$ cat config.mk
export PLATFORM = sky130hd
export DESIGN_NAME = wkup_port
export DESIGN_NICKNAME = d
export VERILOG_FILES = /design/src/rtl/wkp_pkg.sv /design/src/rtl/wkp_sync.sv /design/src/rtl/wkp_edge.sv /design/src/rtl/wkp_regs.sv /design/src/rtl/wkup_port.sv
export SDC_FILE = /design/constraint.sdc
export NUM_CORES = 1
export LEC_CHECK = 0
export BUFFER_PORTS_ARGS = -buffer_cell sky130_fd_sc_hd__buf_2
export CAP_MARGIN = 15
export CORE_MARGIN = 2
export CORE_UTILIZATION = 49
export CTS_CLUSTER_SIZE = 30
export DETAILED_ROUTE_END_ITERATION = 8
export GPL_TIMING_DRIVEN = 1
export HOLD_SLACK_MARGIN = 0.1
export PLACE_DENSITY = 0.82
export SLEW_MARGIN = 20
export SYNTH_ARGS = -nofsm -noshare
export SYNTH_HDL_FRONTEND = slang
export SYNTH_SLANG_ARGS = --single-unit
$ cat constraint.sdc
create_clock -name clk -period 1.15 [get_ports clk]
set_input_delay 0.23 -clock clk [delete_from_list [all_inputs] [get_ports clk]]
set_output_delay 0.23 -clock clk [all_outputs]
set_load 0.03 [all_outputs]
$ cat src/rtl/wkp_pkg.sv
package wkp_pkg;

  typedef enum logic [1:0] {
    RA_EN   = 2'd0,
    RA_POL  = 2'd1,
    RA_PEND = 2'd2,
    RA_CTL  = 2'd3
  } reg_addr_e;

  // Edge qualifier: per bit, a rise when pol=0, a fall when pol=1.
  function automatic logic [7:0] qualify8(input logic [7:0] cur,
                                          input logic [7:0] prev,
                                          input logic [7:0] pol);
    logic [7:0] rise;
    logic [7:0] fall;
    rise = cur & ~prev;
    fall = ~cur & prev;
    return (rise & ~pol) | (fall & pol);
  endfunction

  // Pending update: new hits dominate clears.
  function automatic logic [7:0] next_pend8(input logic [7:0] pend,
                                            input logic [7:0] hit,
                                            input logic [7:0] clr);
    return (pend & ~clr) | hit;
  endfunction

endpackage

$ cat src/rtl/wkp_sync.sv
module wkp_sync #(
  parameter int NLINES      = 8,
  parameter int SYNC_STAGES = 2
) (
  input  logic              clk,
  input  logic              rst_n,
  input  logic [NLINES-1:0] d_async,
  output logic [NLINES-1:0] q_sync
);

  logic [NLINES-1:0] stg [SYNC_STAGES];

  generate
    for (genvar s = 0; s < SYNC_STAGES; s++) begin : g_stage
      if (s == 0) begin : g_first
        always_ff @(posedge clk or negedge rst_n) begin
          if (!rst_n) stg[s] <= '0;
          else        stg[s] <= d_async;
        end
      end else begin : g_next
        always_ff @(posedge clk or negedge rst_n) begin
          if (!rst_n) stg[s] <= '0;
          else        stg[s] <= stg[s-1];
        end
      end
    end
  endgenerate

  assign q_sync = stg[SYNC_STAGES-1];

endmodule

$ cat src/rtl/wkp_edge.sv
module wkp_edge #(
  parameter int NLINES      = 8,
  parameter int SYNC_STAGES = 2
) (
  input  logic              clk,
  input  logic              rst_n,
  input  logic [NLINES-1:0] cur,
  input  logic [NLINES-1:0] pol,
  output logic [NLINES-1:0] hit,
  output logic              armed
);

  // History must be filled with real samples before detection arms.
  localparam int WARM_LIM = SYNC_STAGES + 1;
  localparam int CW       = $clog2(WARM_LIM + 1);

  logic [NLINES-1:0] hist;
  logic [CW-1:0]     warm_cnt;
  logic [NLINES-1:0] rise_v;
  logic [NLINES-1:0] fall_v;

  always_ff @(posedge clk or negedge rst_n) begin
    if (!rst_n) hist <= '0;
    else        hist <= cur;
  end

  always_ff @(posedge clk or negedge rst_n) begin
    if (!rst_n)                          warm_cnt <= '0;
    else if (warm_cnt != CW'(WARM_LIM))  warm_cnt <= warm_cnt + 1'b1;
  end

  assign armed  = (warm_cnt == CW'(WARM_LIM));
  assign rise_v = cur & ~hist;
  assign fall_v = ~cur & hist;

  generate
    for (genvar i = 0; i < NLINES; i++) begin : g_line
      always_comb begin
        if (!armed)      hit[i] = 1'b0;
        else if (pol[i]) hit[i] = fall_v[i];
        else             hit[i] = rise_v[i];
      end
    end
  endgenerate

endmodule

$ cat src/rtl/wkp_regs.sv
module wkp_regs
  import wkp_pkg::*;
#(
  parameter int NLINES = 8
) (
  input  logic              clk,
  input  logic              rst_n,
  input  logic              wr,
  input  logic [1:0]        addr,
  input  logic [NLINES-1:0] wdata,
  input  logic [NLINES-1:0] hit,
  output logic [NLINES-1:0] rdata,
  output logic [NLINES-1:0] en_q,
  output logic [NLINES-1:0] pol_q,
  output logic [NLINES-1:0] pend_q,
  output logic              pie_q
);

  reg_addr_e         ra;
  logic              wr_en;
  logic              wr_pol;
  logic              wr_pend;
  logic              wr_ctl;
  logic [NLINES-1:0] clr_mask;

  assign ra       = reg_addr_e'(addr);
  assign wr_en    = wr && (ra == RA_EN);
  assign wr_pol   = wr && (ra == RA_POL);
  assign wr_pend  = wr && (ra == RA_PEND);
  assign wr_ctl   = wr && (ra == RA_CTL);
  assign clr_mask = wr_pend ? ~wdata : '0;

  always_ff @(posedge clk or negedge rst_n) begin
    if (!rst_n) begin
      en_q  <= '0;
      pol_q <= '0;
      pie_q <= 1'b0;
    end else begin
      if (wr_en)  en_q  <= wdata;
      if (wr_pol) pol_q <= wdata;
      if (wr_ctl) pie_q <= wdata[0];
    end
  end

  always_ff @(posedge clk or negedge rst_n) begin
    if (!rst_n) pend_q <= '0;
    else        pend_q <= (pend_q & ~clr_mask) | hit;
  end

  always_comb begin
    unique case (ra)
      RA_EN:   rdata = en_q;
      RA_POL:  rdata = pol_q;
      RA_PEND: rdata = pend_q;
      RA_CTL:  rdata = {{(NLINES-1){1'b0}}, pie_q};
      default: rdata = '0;
    endcase
  end

endmodule

$ cat src/rtl/wkup_port.sv
module wkup_port #(
  parameter int NLINES      = 8,
  parameter int SYNC_STAGES = 2
) (
  input  logic              clk,
  input  logic              rst_n,
  input  logic [NLINES-1:0] pins,
  input  logic              glob_ie,
  input  logic              bus_wr,
  input  logic [1:0]        bus_addr,
  input  logic [NLINES-1:0] bus_wdata,
  output logic [NLINES-1:0] bus_rdata,
  output logic              irq,
  output logic              wake
);

  logic [NLINES-1:0] line_sync;
  logic [NLINES-1:0] edge_hit;
  logic              det_armed;
  logic [NLINES-1:0] en_q;
  logic [NLINES-1:0] pol_q;
  logic [NLINES-1:0] pend_q;
  logic              pie_q;
  logic [NLINES-1:0] live_src;

  wkp_sync #(.NLINES(NLINES), .SYNC_STAGES(SYNC_STAGES)) u_sync (
    .clk     (clk),
    .rst_n   (rst_n),
    .d_async (pins),
    .q_sync  (line_sync)
  );

  wkp_edge #(.NLINES(NLINES), .SYNC_STAGES(SYNC_STAGES)) u_edge (
    .clk   (clk),
    .rst_n (rst_n),
    .cur   (line_sync),
    .pol   (pol_q),
    .hit   (edge_hit),
    .armed (det_armed)
  );

  wkp_regs #(.NLINES(NLINES)) u_regs (
    .clk    (clk),
    .rst_n  (rst_n),
    .wr     (bus_wr),
    .addr   (bus_addr),
    .wdata  (bus_wdata),
    .hit    (edge_hit),
    .rdata  (bus_rdata),
    .en_q   (en_q),
    .pol_q  (pol_q),
    .pend_q (pend_q),
    .pie_q  (pie_q)
  );

  // Combinational so the clock controller can use it with the clock stopped.
  assign live_src = pend_q & en_q;
  assign wake     = |live_src;
  assign irq      = wake & pie_q & glob_ie;

endmodule

==> impl_metrics.csv <==
group,metric,value,unit
synth,async_reset_ff_share,100,%
clock_network,cts-htree-levels,2,
synth,ys_top_cells_by_area,"dfrtp_1 (64%), mux2_2 (10%), o21ai_0 (5.7%)",
synth,synth_cell_type_count,21,
status,violations,"negative setup slack",
synth,synth.cell_area,2000,µm²
synth,synth_top_area_share,63.7,%
power,power_leakage,1.23,nW
sta,finClkSkew,0.00836,ns
placed_design,dp.cells,247,
critical_path,crit_fanout,3,
sta,setup_ws,-0.480,ns
sta,period_needed,1.63,ns
sta,tightest_slew,0.371,ns
placed_design,place.gp.congestion,0.802,
sta,max_slew_margin,75.3,%
clock_network,clk_pin_slew,0.09,ns
synth,yosysWarnings,0,
clock_network,clock_path_buffers,2,
status,status,"finished, violations left",
critical_path,critPathLaunchType,"register",
power,power_density,1520,nW/µm²
drt,top_layer,"met4",
power,p_switching,0.00116,W
synth,synth-seq-cells,51,
critical_path,worstPathRequired,0.92,ns
synth,avgSynthCellArea,13.5,µm²
critical_path,worstSetupPathType,"register to output port",
global_routing,grt_pass1_wl,7.27,mm
power,internal_power,0.00304,W
floorplanning,rows,23,
cells_and_area,drive_above_1_share,46.5,%
drt,drt_iter0_drc,42,
sta,timing.fmax,613,MHz
job,cap_violations,0,
cells_and_area,final_cells,267,
floorplanning,core,3970,µm²
power,clock_power_share,24.2,%
floorplanning,ios,32,
synth,syn_nets,171,
drt,wl_met1,1.78,mm
drt,routed_wl,4.37,mm
global_routing,overflow,0,
power,combPwrFrac,24.5,%
critical_path,critPathArrivalTime,1.40,ns
placed_design,post-dp-hpwl,2.93,mm
global_routing,grtUsageTotal,22.0,%
sta,grt_setup_unrepaired,"yes",
floorplanning,die_area,4620,µm²
clock_network,clock_sinks,51,
drt,wl_met3,156,µm
synth,seq_area_frac_synth,63.7,%
sta,period_share,142,%
global_routing,antenna_found_initial,0,
synth,synth_top_area_cell,"dfrtp_1",
drt,vias_per_cell,5.49,
clock_network,cts-root-buf,"clkbuf_8",
power,peakVddDrop,0.855,mV
critical_path,end_kind,"output port",
drt,via_count,1466,
global_routing,grt_max_degree,38,
power,seq_power_share,51.3,%
cells_and_area,final_util,69.5,%
drt,met2_length,2.31,mm
drt,route.detailed.drc,0,
sta,hold_viol,0,
drt,antenna_left,0,
synth,dominantRegCellSynth,"dfrtp_1",
drt,dr.pass1.iters,4,
global_routing,grt_pass1_vias,1560,
cells_and_area,antenna_cells,0,
clock_network,cts_buffers,5,
drt,routedWlPerCell,16.4,µm
cells_and_area,postLayoutCellArea,2760,µm²
synth,syn-instance-count,148,
floorplanning,die-width,68.0,µm
clock_network,insertion_delay,0.30,ns
cells_and_area,syn_to_final_growth,37.7,%
clock_network,cts_tree,"built",
floorplanning,initial_utilization,50.5,%
placed_design,portBuffers,31,
power,switching_share,27.7,%
floorplanning,die_h,68.0,µm
min_path,hp-class,"input pin to register",
placed_design,dpl_cell_area,2410,µm²
sta,slew_violations,0,
cells_and_area,nNetsFinal,240,
synth,synth_edf_count,0,
sta,finalSetupViolations,10,
## cell usage after synthesis, drive strengths merged, types with 3 or more instances
cell type	n
dfrtp	51
o21ai	23
mux2	18
nand2	16
nor3b	9
and3b	8
mux2i	7
a22oi	4
buf	3
## per-stage QoR
step	power [W]	setup TNS, ns	setup WS, ns	hold slack, ns
6_report	0.00420	-3.35	-0.480	0.181
5_1_grt	0.00440	-3.78	-0.527	0.171
4_1_cts	0.00416	-3.27	-0.454	0.178
3_5_place_dp	0.00296	-5.54	-0.206	0.155
3_3_place_gp	0.00291	-4.98	-0.190	0.151
2_1_floorplan	0.00260	-0.351	-0.333	-0.0656
## registers in the layout, indices dropped and copies added, names as in the netlist
register,flops
u_regs.pend_q,8
u_edge.warm_cnt,2
u_sync.q_sync,8
u_regs.en_q,8
u_regs.pie_q,1
u_sync.stg,8
u_edge.hist,8
u_regs.pol_q,8
## worst max-delay path, cell delays in order (launching register included)
cell and delay, ns:
dfrtp_1 0.43, a22oi_2 0.20, nand4_1 0.16, and3_4 0.18, buf_6 0.13
## repair_timing
action | CTS | global route
resized for setup | 30 | 9
pin swaps | 4 | 3
hold buffers | 9 | 0
hold endpoints to repair | 22 | 0
setup endpoints to repair | 10 | 12
buffers inserted | 2 | 3
## final timing paths
path,slack (ns),start,cells past startpoint,endpoint
setup / recovery,-0.48,u_regs.pend_q[4],4,irq
hold / removal,0.18,bus_wdata[4],2,u_regs.en_q[4]
setup reg to reg,0.05,u_regs.pol_q[0],4,u_regs.pend_q[0]
hold reg to reg,0.35,u_sync.stg[12],0,u_sync.q_sync[4]
max in group asynchronous,0.27,rst_n,3,u_sync.stg[8]
min in group asynchronous,0.37,rst_n,2,u_regs.pol_q[4]
## placed cells by master (no fill, tap or decap)
master / Yosys / layout
nand2_1: 15 / 15
buf_2: 1 / 22
nor3b_1: 8 / 8
nor2b_1: 1 / 1
clkinv_2: 0 / 1
mux2i_4: 0 / 2
clkbuf_8: 0 / 6
mux4_2: 1 / 1
ha_1: 1 / 1
o21ai_2: 0 / 7
xnor2_1: 1 / 1
nand2_2: 1 / 1
nand3_1: 1 / 1
a22oi_1: 4 / 1
and3b_1: 8 / 8
nor3b_4: 1 / 1
dlygate4sd3_1: 0 / 9
mux2i_1: 7 / 2
and3_4: 0 / 1
nand4_1: 1 / 1
o21ai_0: 23 / 16
mux2_2: 18 / 18
buf_12: 0 / 1
nand3b_1: 1 / 1
a22oi_2: 0 / 3
buf_4: 2 / 15
buf_6: 0 / 19
mux2i_2: 0 / 3
dfrtp_1: 51 / 51
## layout make-up
type	count	area (µm²)
Sequential cell	51	1280
Fill cell	273	1210
Multi-Input combinational cell	93	787
Timing Repair Buffer	66	547
Clock buffer	6	82.6
Tap cell	50	62.6
Clock inverter	1	5.00
## metal layers
layer / up-vias / global-route usage (%)
li1: 670 / -
met1: 745 / 27.4
met2: 37 / 36.5
met3: 14 / 4.28
met4: 0 / 10.8
met5: - / 0
## cell families (layout without fill, tap and decap cells)
kind of cell    Yosys count  in the layout  synth area share (%)
compound gates           27             27                  7.24
buf+inv                   4             73                  1.19
fa+ha+maj                 1              1                 0.624
mux                      26             26                  14.7
flops                    51             51                  63.7
xor+xnor                  1              1                 0.437
simple gates             38             38                  12.1
## power groups by stage
stage / combinational, W / sequential [W] / clock [W]
2_1_floorplan: 0.000471 / 0.00213 / 0
3_3_place_gp: 0.000774 / 0.00214 / 0
3_5_place_dp: 0.000801 / 0.00216 / 0
4_1_cts: 0.000976 / 0.00214 / 0.00105
5_1_grt: 0.00111 / 0.00218 / 0.00112
6_report: 0.00103 / 0.00215 / 0.00102
Note: power is estimated with default switching activity, not from simulation.
